## src/rtl/wdw_pkg.sv

```systemverilog
package wdw_pkg;

  // Strobes from control to datapath
  typedef struct packed {
    logic clrWindow;   // accepted service: restart the window
    logic holdCount;   // alarm latched: freeze all counting
  } wdw_strobe_t;

endpackage

```

## src/rtl/wdw_datapath.sv

```systemverilog
module wdw_datapath
  import wdw_pkg::*;
#(
  parameter int CNT_W     = 16,
  parameter int MIN_GAP   = 4096,
  parameter int OVF_LIMIT = 2
) (
  input  logic        clk,
  input  logic        rstN,
  input  logic        cntEn,
  input  wdw_strobe_t strobe,
  output logic        lateHit,
  output logic        gapShort
);

  localparam int SINCE_W = $clog2(MIN_GAP + 1);
  localparam int TALLY_W = $clog2(OVF_LIMIT + 1);
  localparam logic [SINCE_W-1:0] GAP_Q      = SINCE_W'(MIN_GAP);
  localparam logic [TALLY_W-1:0] TALLY_LAST = TALLY_W'(OVF_LIMIT - 1);
  localparam logic [TALLY_W-1:0] TALLY_MAX  = TALLY_W'(OVF_LIMIT);

  logic [CNT_W-1:0]   refCnt;
  logic [TALLY_W-1:0] ovfTally;
  logic [SINCE_W-1:0] sinceCnt;
  logic               tickLive;
  logic               wrapTick;

  assign tickLive = cntEn && !strobe.holdCount;
  assign wrapTick = tickLive && (&refCnt);

  // Free-running reference counter
  always_ff @(posedge clk or negedge rstN) begin
    if (!rstN) begin
      refCnt <= '0;
    end else if (tickLive) begin
      refCnt <= refCnt + 1'b1;
    end
  end

  // Overflows since last accepted service (saturating)
  always_ff @(posedge clk or negedge rstN) begin
    if (!rstN) begin
      ovfTally <= '0;
    end else if (strobe.clrWindow) begin
      ovfTally <= '0;
    end else if (wrapTick && (ovfTally < TALLY_MAX)) begin
      ovfTally <= ovfTally + 1'b1;
    end
  end

  // Ticks since last accepted service (saturating at MIN_GAP)
  always_ff @(posedge clk or negedge rstN) begin
    if (!rstN) begin
      sinceCnt <= '0;
    end else if (strobe.clrWindow) begin
      sinceCnt <= '0;
    end else if (tickLive && (sinceCnt < GAP_Q)) begin
      sinceCnt <= sinceCnt + 1'b1;
    end
  end

  assign lateHit  = wrapTick && (ovfTally == TALLY_LAST);
  assign gapShort = (sinceCnt < GAP_Q);

endmodule

```

## src/rtl/wdw_control.sv

```systemverilog
module wdw_control
  import wdw_pkg::*;
(
  input  logic        clk,
  input  logic        rstN,
  input  logic        serviceWr,
  input  logic        lateHit,
  input  logic        gapShort,
  output wdw_strobe_t strobe,
  output logic        alarmQ,
  output logic        earlyQ
);

  logic svcSeen;
  logic legalSvc;
  logic earlyFault;
  logic lateFault;

  assign legalSvc   = serviceWr && !alarmQ && (!svcSeen || !gapShort);
  assign earlyFault = serviceWr && !alarmQ && svcSeen && gapShort;
  // A service in the same cycle either clears the window or faults early
  assign lateFault  = lateHit && !alarmQ && !serviceWr;

  assign strobe.clrWindow = legalSvc;
  assign strobe.holdCount = alarmQ;

  always_ff @(posedge clk or negedge rstN) begin
    if (!rstN) begin
      svcSeen <= 1'b0;
      alarmQ  <= 1'b0;
      earlyQ  <= 1'b0;
    end else begin
      if (legalSvc) begin
        svcSeen <= 1'b1;
      end
      if (earlyFault) begin
        alarmQ <= 1'b1;
        earlyQ <= 1'b1;
      end else if (lateFault) begin
        alarmQ <= 1'b1;
        earlyQ <= 1'b0;
      end
    end
  end

endmodule

```

## src/rtl/window_watchdog.sv

```systemverilog
module window_watchdog
  import wdw_pkg::*;
#(
  parameter int CNT_W     = 16,
  parameter int MIN_GAP   = 4096,
  parameter int OVF_LIMIT = 2
) (
  input  logic clk,
  input  logic rstN,
  input  logic serviceWr,
  input  logic cntEn,
  output logic alarmDrvLow,
  output logic faultIsEarly
);

  wdw_strobe_t strobe;
  logic        lateHit;
  logic        gapShort;
  logic        alarmQ;
  logic        earlyQ;

  wdw_datapath #(
    .CNT_W    (CNT_W),
    .MIN_GAP  (MIN_GAP),
    .OVF_LIMIT(OVF_LIMIT)
  ) u_dp (
    .clk     (clk),
    .rstN    (rstN),
    .cntEn   (cntEn),
    .strobe  (strobe),
    .lateHit (lateHit),
    .gapShort(gapShort)
  );

  wdw_control u_ctl (
    .clk      (clk),
    .rstN     (rstN),
    .serviceWr(serviceWr),
    .lateHit  (lateHit),
    .gapShort (gapShort),
    .strobe   (strobe),
    .alarmQ   (alarmQ),
    .earlyQ   (earlyQ)
  );

  assign alarmDrvLow  = alarmQ;
  assign faultIsEarly = earlyQ;

endmodule

```

## config.mk

```make
export PLATFORM = sky130hd
export DESIGN_NAME = window_watchdog
export DESIGN_NICKNAME = d
export VERILOG_FILES = /design/src/rtl/wdw_pkg.sv /design/src/rtl/wdw_datapath.sv /design/src/rtl/wdw_control.sv /design/src/rtl/window_watchdog.sv
export SDC_FILE = /design/constraint.sdc
export NUM_CORES = 1
export LEC_CHECK = 0
export ABC_AREA = 0
export BUFFER_PORTS_ARGS = -buffer_cell sky130_fd_sc_hd__buf_2
export CORE_MARGIN = 2
export CORE_UTILIZATION = 35
export DETAILED_ROUTE_END_ITERATION = 16
export GPL_TIMING_DRIVEN = 0
export PLACE_DENSITY = 0.48
export SLEW_MARGIN = 20
export SYNTH_ARGS = -nofsm -noshare
export SYNTH_HDL_FRONTEND = slang
export SYNTH_SLANG_ARGS = --single-unit
```

## constraint.sdc

```tcl
create_clock -name clk -period 1.7 [get_ports clk]
set_input_delay 0.17 -clock clk [delete_from_list [all_inputs] [get_ports clk]]
set_output_delay 0.17 -clock clk [all_outputs]
set_load 0.1 [all_outputs]
```

==> flow_summary.toml, run 1 <==
[place]
placement.io_buffers = 5
placed_area_um2 = 1740
dp_hpwl_mm = 2.09
gp_congestion = 0.719
pre_cts_slack_ns = -0.0932

[timing]
finClkSkew_ns = 0.00690
period_minus_slack_ns = 1.60
fmax_mhz = 625
setup_violations = 0
period_share_pct = 94.1
tightest_slew_ns = 0.767
hold_viol = 0
fin_ws_ns = 0.0997
slew_viol_final = 0
setup_tns_ns = 0
holdWs_ns = 0.120
rsz0062_at_grt = "false"
slew_headroom_pct = 48.9

[synthesis]
synthTopCellsByArea = "dfrtp_1 (52%), xnor2_1 (6.9%), xor2_1 (4.8%), nand2_1 (3.7%), nor2_1 (3.0%)"
ys.flop_type = "dfrtp_1"
syn_inst = 155
yosys_warnings = 0
synth_largest_area_cell = "dfrtp_1"
ys_seq_area_share_pct = 51.8
ys_ff_latch = 34
synth_common_cells = "dfrtp_1 (34), nand2_1 (16), nor2_1 (13), xnor2_1 (13), xor2_1 (9)"
yosysTopAreaCellShare_pct = 51.8
synth.distinct_cells = 34
synth_fp_nets = 162
synth-edff-count = 0
synth_area_um2 = 1640
yosysMostFrequentCell = "dfrtp_1"
avgSynthCellArea_um2 = 10.6
ys_async_sr_fraction_pct = 100

[final_layout]
fillers = 433
layout-drive-gt1-share_pct = 17.2
finalNetCount = 180
n_antenna_cell = 0
syn_to_final_growth_pct = 15.8
stdcell_area_um2 = 1900

[global_routing]
grt_pass1_vias = 1179
grt_first_pass_wirelength_mm = 5.38
grt_usage_pct = 13.4
antenna_found_initial = 0
grt.overflow.total = 0
grt_max_degree = 35

[worst_setup_path]
arrival_ns = 1.78
crit_required_ns = 1.88
path_class = "reg -> reg"
end_kind = "flop"
rrSetupSlack_ns = 0.1
path_max_fanout = 4
crit_path_start_kind = "flop"

[clock_network]
cts_max_level = 2
cts-root-buf = "clkbuf_8"
cts_buffers = 5
cts_num_sinks = 34
clk_pin_slew_ns = 0.08
cts_buffer_depth = 2
clock_latency_ns = 0.29
tritoncts = "done"

[routing]
first_pass_iters = 4
dr_total_vias = 1155
antenna_left = 0
drtIter0Drc = 24
drcViolationCount = 0
via_per_inst = 5.11
wire_per_inst_um = 13.3
drt-total-wl_mm = 3.00

[die]
start_util_pct = 37.0
fp.dieW_um = 72.5
core_um2 = 4440
dieArea_um2 = 5260
die_h_um = 72.5
io_pins = 6
row_count = 24

[status]
status = "completed"

[job]
cap_violations = 0

[power_and_ir_drop]
peakVddDrop_mv = 0.425
p_per_area_nw_per_um2 = 943
total_power_w = 0.00180
cellLeakagePower_nw = 0.805

[worst_hold_path]
hold_path.class = "in -> reg"
layout by cell type (no fill, tap or decap), drive strengths merged, types with 2 or more instances in the layout:
cell type and count:
nand4b 3, clkinvlp 2, nor2 13, xor2 9, xnor2 13, inv 7, buf 9, nand2 16
dfrtp 34, nor4 3, nand2b 2, or4 4, or2 2, nor3 3, clkbuf 7, nand3 6
nor2b 4, a21oi 6, o21ai 3, ha 3, nand4 8, o31ai 2, or3 2, o211ai 2
and2 2
path summary, 6_finish.rpt:
kind / from / to / cells past startpoint
hold / removal: serviceWr / u_ctl.alarmQ$_DFFE_PN0P_ / 3
max in group asynchronous: rstN / u_ctl.alarmQ$_DFFE_PN0P_ / 2
setup / recovery: u_dp.refCnt[0]$_DFFE_PN0N_ / u_ctl.earlyQ$_DFFE_PN0P_ / 5
min in group asynchronous: rstN / u_dp.refCnt[9]$_DFFE_PN0N_ / 2
hold reg to reg: u_ctl.svcSeen$_DFFE_PN0P_ / u_ctl.svcSeen$_DFFE_PN0P_ / 1
setup reg to reg: u_dp.refCnt[0]$_DFFE_PN0N_ / u_ctl.earlyQ$_DFFE_PN0P_ / 5
through the flow:
step                util [%]  std cells
floorplan                  -        155
detailed placement      39.1        212
global route            42.8        226
finish                  42.8        226
CTS                     41.9        221
global placement        39.1        212
power breakdown:
| group | internal [W] | switching, W | total, W |
|---|---|---|---|
| registers | 0.000853 | 0.0000437 | 0.000896 |
| logic | 0.0000581 | 0.0000872 | 0.000145 |
| clock network | 0.000436 | 0.000318 | 0.000754 |
per-layer routing:
layer  global-route usage (%)  wire [um]  up-vias
met5                        0          0        -
met4                     5.76         50        0
met3                     4.17         82        6
met2                     20.8       1460        7
met1                     17.1       1410      569
li1                         -          -      573
area by class of cell:
| cell class | instances | area [um2] | area share (%) |
|---|---|---|---|
| clock inverter | 3 | 45.0 | 2.37 |
| timing repair buffer | 11 | 70.1 | 3.68 |
| tap | 52 | 65.1 | 3.42 |
| clock buffer | 5 | 68.8 | 3.62 |
| buffer | 1 | 5.00 | 0.263 |
| multi-input combinational | 113 | 768 | 40.4 |
| sequential | 34 | 855 | 44.9 |
| inverter | 7 | 26.3 | 1.38 |
worst max-delay path, cell delays in order (launching register included):
cell      delay (ns)
dfrtp_1         0.41
ha_1            0.21
nand4b_1        0.18
nor4_4          0.27
nand3_1         0.19
o21ba_2         0.24
state kept, by name, indices dropped and copies added (netlist names):
| name | cells |
|---|---|
| u_ctl.alarmQ | 1 |
| u_ctl.earlyQ | 1 |
| u_ctl.svcSeen | 1 |
| u_dp.ovfTally | 2 |
| u_dp.refCnt | 16 |
| u_dp.sinceCnt | 13 |
cell families after synthesis:
family	count (synthesis)	synth area share, %
fa+ha+maj	3	2.28
buf+inv	8	1.83
simple gates	72	26.2
xor+xnor	22	11.7
flops	34	51.8
compound gates	16	6.24
what timing repair did:
| item | in CTS | in global routing |
|---|---|---|
| hold buffers | 1 | 0 |
| pin swaps | 1 | 2 |
| buffers inserted | 0 | 5 |
| gates resized for setup | 1 | 2 |
| endpoints found under the setup margin | 11 | 16 |
| endpoints found under the hold margin | 34 | 0 |
Note: power is estimated with default switching activity, not from simulation.
==> run 2: changes to the inputs <==
- SYNTH_HIERARCHICAL: not set -> 1
==> run 2 against run 1 <==
Wire length shrank 5.1%. Worst hold slack gained 0.029 ns. Setup slack got worse by 0.078 ns. Core utilization down 0.19 points. Critical path type unchanged. Largest cell class unchanged. Highest routed layer unchanged.
==> flow_summary.toml, run 2 <==
[worst_hold_path]
hold_path.class = "in -> reg"
worstHoldStart = "serviceWr"
min_path_cells = 3
min_to = "u_ctl/earlyQ$_DFFE_PN0P_"

[global_routing]
grt.overflow.total = 0
grt_max_degree = 35
grt_first_pass_wirelength_mm = 5.00
grt_usage_pct = 12.5
antenna_found_initial = 0
grt_pass1_vias = 1126

[power_and_ir_drop]
cellLeakagePower_nw = 0.903
combPwrFrac_pct = 8.3
p_per_area_nw_per_um2 = 887
internal_power_w = 0.00126
clkPwrFrac_pct = 35.4
seq_power_share_pct = 56.3
total_power_w = 0.00167
power_switching_share_pct = 24.7
p_sw_w = 0.000412
peakVddDrop_mv = 0.395

[routing]
wl_met2_mm = 1.17
routed-wl-met3_um = 99
top_layer_used = "met4"
dr_total_vias = 1055
first_pass_iters = 4
wire_per_inst_um = 13.3
via_per_inst = 4.91
drt-total-wl_mm = 2.85
wl_met1_mm = 1.53
drcViolationCount = 0
antenna_left = 0
drtIter0Drc = 45

[status]
status = "completed"

[final_layout]
regMostFlops = "u_dp/refCnt"
largest_register_ffs = 16
layout-drive-gt1-share_pct = 17.8
stdcell_count = 215
final_common_cell = "dfrtp_1"
layout_common_cells = "dfrtp_1 (33), nor2_1 (16), xnor2_1 (13), xor2_1 (12), nand2_1 (9)"
n_antenna_cell = 0
fillers = 428
finalNetCount = 170
syn_to_final_growth_pct = 15.6
largestRegisters = "u_dp/refCnt x16, u_dp/sinceCnt x13, u_dp/ovfTally x2"

[place]
dp.cells = 203
pre_cts_slack_ns = -0.0205
placement.io_buffers = 5
dp_hpwl_mm = 1.92
gp_congestion = 0.753

[worst_setup_path]
reg2reg_from = "u_ctl/alarmQ$_DFFE_PN0P_"
path_max_fanout = 5
crit_required_ns = 1.86
critPathMaxStageDelay_ns = 0.51
arrival_ns = 1.83
path_class = "reg -> reg"
end_kind = "flop"
rrSetupSlack_ns = 0.02
r2r_cells = 6
slowest_stage = "dfrtp_4"
cp_cell_sequence = "buf_6 > nand3b_4 > nor4_4 > and4_1 > nor2b_1 > o221ai_1"
crit_path_start_kind = "flop"
reg2reg_to = "u_ctl/earlyQ$_DFFE_PN0P_"

[synthesis]
yosysMostFrequentCell = "dfrtp_1"
synth_area_um2 = 1630
synthTopCellsByArea = "dfrtp_1 (52%), xnor2_1 (7.0%), xor2_1 (6.5%), nor2_1 (3.9%), nand4_1 (2.7%)"
yosysTopAreaCellShare_pct = 52.3
ys_async_sr_fraction_pct = 100
ys.flop_type = "dfrtp_1"
syn_inst = 146
yosys_warnings = 6
avgSynthCellArea_um2 = 11.1
synth_common_cells = "dfrtp_1 (34), nor2_1 (17), xnor2_1 (13)"
ys_ff_latch = 34
synth_largest_area_cell = "dfrtp_1"
synth-edff-count = 0
synth_fp_nets = 153
synth.distinct_cells = 33
ys_seq_area_share_pct = 52.3

[timing]
fmax_mhz = 596
period_share_pct = 98.7
rsz0062_at_grt = "true"
setup_violations = 0
fin_ws_ns = 0.0220
finClkSkew_ns = 0.00668
slew_headroom_pct = 49.1
setup_tns_ns = 0
slew_viol_final = 0
period_minus_slack_ns = 1.68
hold_viol = 0
tightest_slew_ns = 0.764

[clock_network]
clk_pin_slew_ns = 0.07
cts_num_sinks = 34
clock_latency_ns = 0.28
cts-root-buf = "clkbuf_8"
cts_buffer_depth = 2
cts_max_level = 2
tritoncts = "done"
cts_buffers = 5

[die]
dieArea_um2 = 5210
io_pins = 6
fp.dieW_um = 72.2
die_h_um = 72.2
start_util_pct = 36.9
core_um2 = 4410
row_count = 24

[job]
cap_violations = 0
-- run 2: timing repair --
item / in CTS / in global routing
setup buffers: 1 / 4
hold endpoints to repair: 34 / 0
hold buffers: 1 / 0
pin swaps: 0 / 2
gates resized for setup: 1 / 5
endpoints found under the setup margin: 3 / 18
-- run 2: worst max path at each step --
| stage | startpoint | end | slack, ns | cells after the start |
|---|---|---|---|---|
| after global routing | u_ctl/alarmQ$_DFFE_PN0P_ | u_dp/sinceCnt[11]$_DFFE_PN0P_ | -0.05 | 5 |
| after global placement | u_ctl/alarmQ$_DFFE_PN0P_ | u_ctl/earlyQ$_DFFE_PN0P_ | -0.03 | 6 |
| after floorplan | u_ctl/alarmQ$_DFFE_PN0P_ | u_ctl/earlyQ$_DFFE_PN0P_ | -0.06 | 6 |
| after detailed placement | u_ctl/alarmQ$_DFFE_PN0P_ | u_ctl/earlyQ$_DFFE_PN0P_ | -0.02 | 6 |
| after CTS | u_ctl/alarmQ$_DFFE_PN0P_ | u_dp/sinceCnt[11]$_DFFE_PN0P_ | 0.003 | 5 |
| final | u_ctl/alarmQ$_DFFE_PN0P_ | u_ctl/earlyQ$_DFFE_PN0P_ | 0.02 | 6 |
-- run 2: layout make-up --
cell class | count | area, um2 | share of cell area, %
Tap cell | 52 | 65.1 | 3.46
Inverter | 3 | 11.3 | 0.598
Sequential cell | 34 | 855 | 45.4
Buffer | 3 | 23.8 | 1.26
Timing Repair Buffer | 11 | 72.6 | 3.86
Multi-Input combinational cell | 105 | 768 | 40.8
Clock buffer | 7 | 86.3 | 4.59
-- run 2: stage by stage --
stage          cell area, um2  hold slack [ns]  util [%]
2_1_floorplan            1640           -0.126         -
3_3_place_gp             1730            0.275      39.1
3_5_place_dp             1730            0.292      39.1
4_1_cts                  1840            0.139      41.7
5_1_grt                  1880            0.170      42.6
6_report                 1880            0.149      42.6
-- run 2: per-layer routing --
metal	vias to the layer above	GRT usage [%]
met1	504	17.0
li1	536	-
met2	10	18.7
met5	-	0
met4	0	5.66
met3	5	3.19
-- run 2: power groups by stage --
stage | combinational [W] | sequential (W) | clock (W)
2_1_floorplan | 0.0000983 | 0.000938 | 0
3_3_place_gp | 0.000135 | 0.000950 | 0
3_5_place_dp | 0.000138 | 0.000955 | 0
4_1_cts | 0.000142 | 0.000940 | 0.000617
5_1_grt | 0.000165 | 0.000954 | 0.000644
6_report | 0.000139 | 0.000941 | 0.000591
-- run 2: cells by family after synthesis --
family | after synthesis | share of synthesized area [%]
AOI/OAI and AO/OA | 5 | 2.15
xor gates and xnor gates | 25 | 13.5
adders and majority gates | 3 | 2.31
buffers and inverters | 7 | 2.08
DFF | 34 | 52.3
muxes | 4 | 2.69
and+or+nand+nor | 68 | 25.1
-- run 2: worst max-delay path, delay by kind of cell (launching register included) --
family / cells / cell delay, ns
buf+inv: 1 / 0.14
compound gates: 1 / 0.12
simple gates: 4 / 0.80
flops: 1 / 0.51
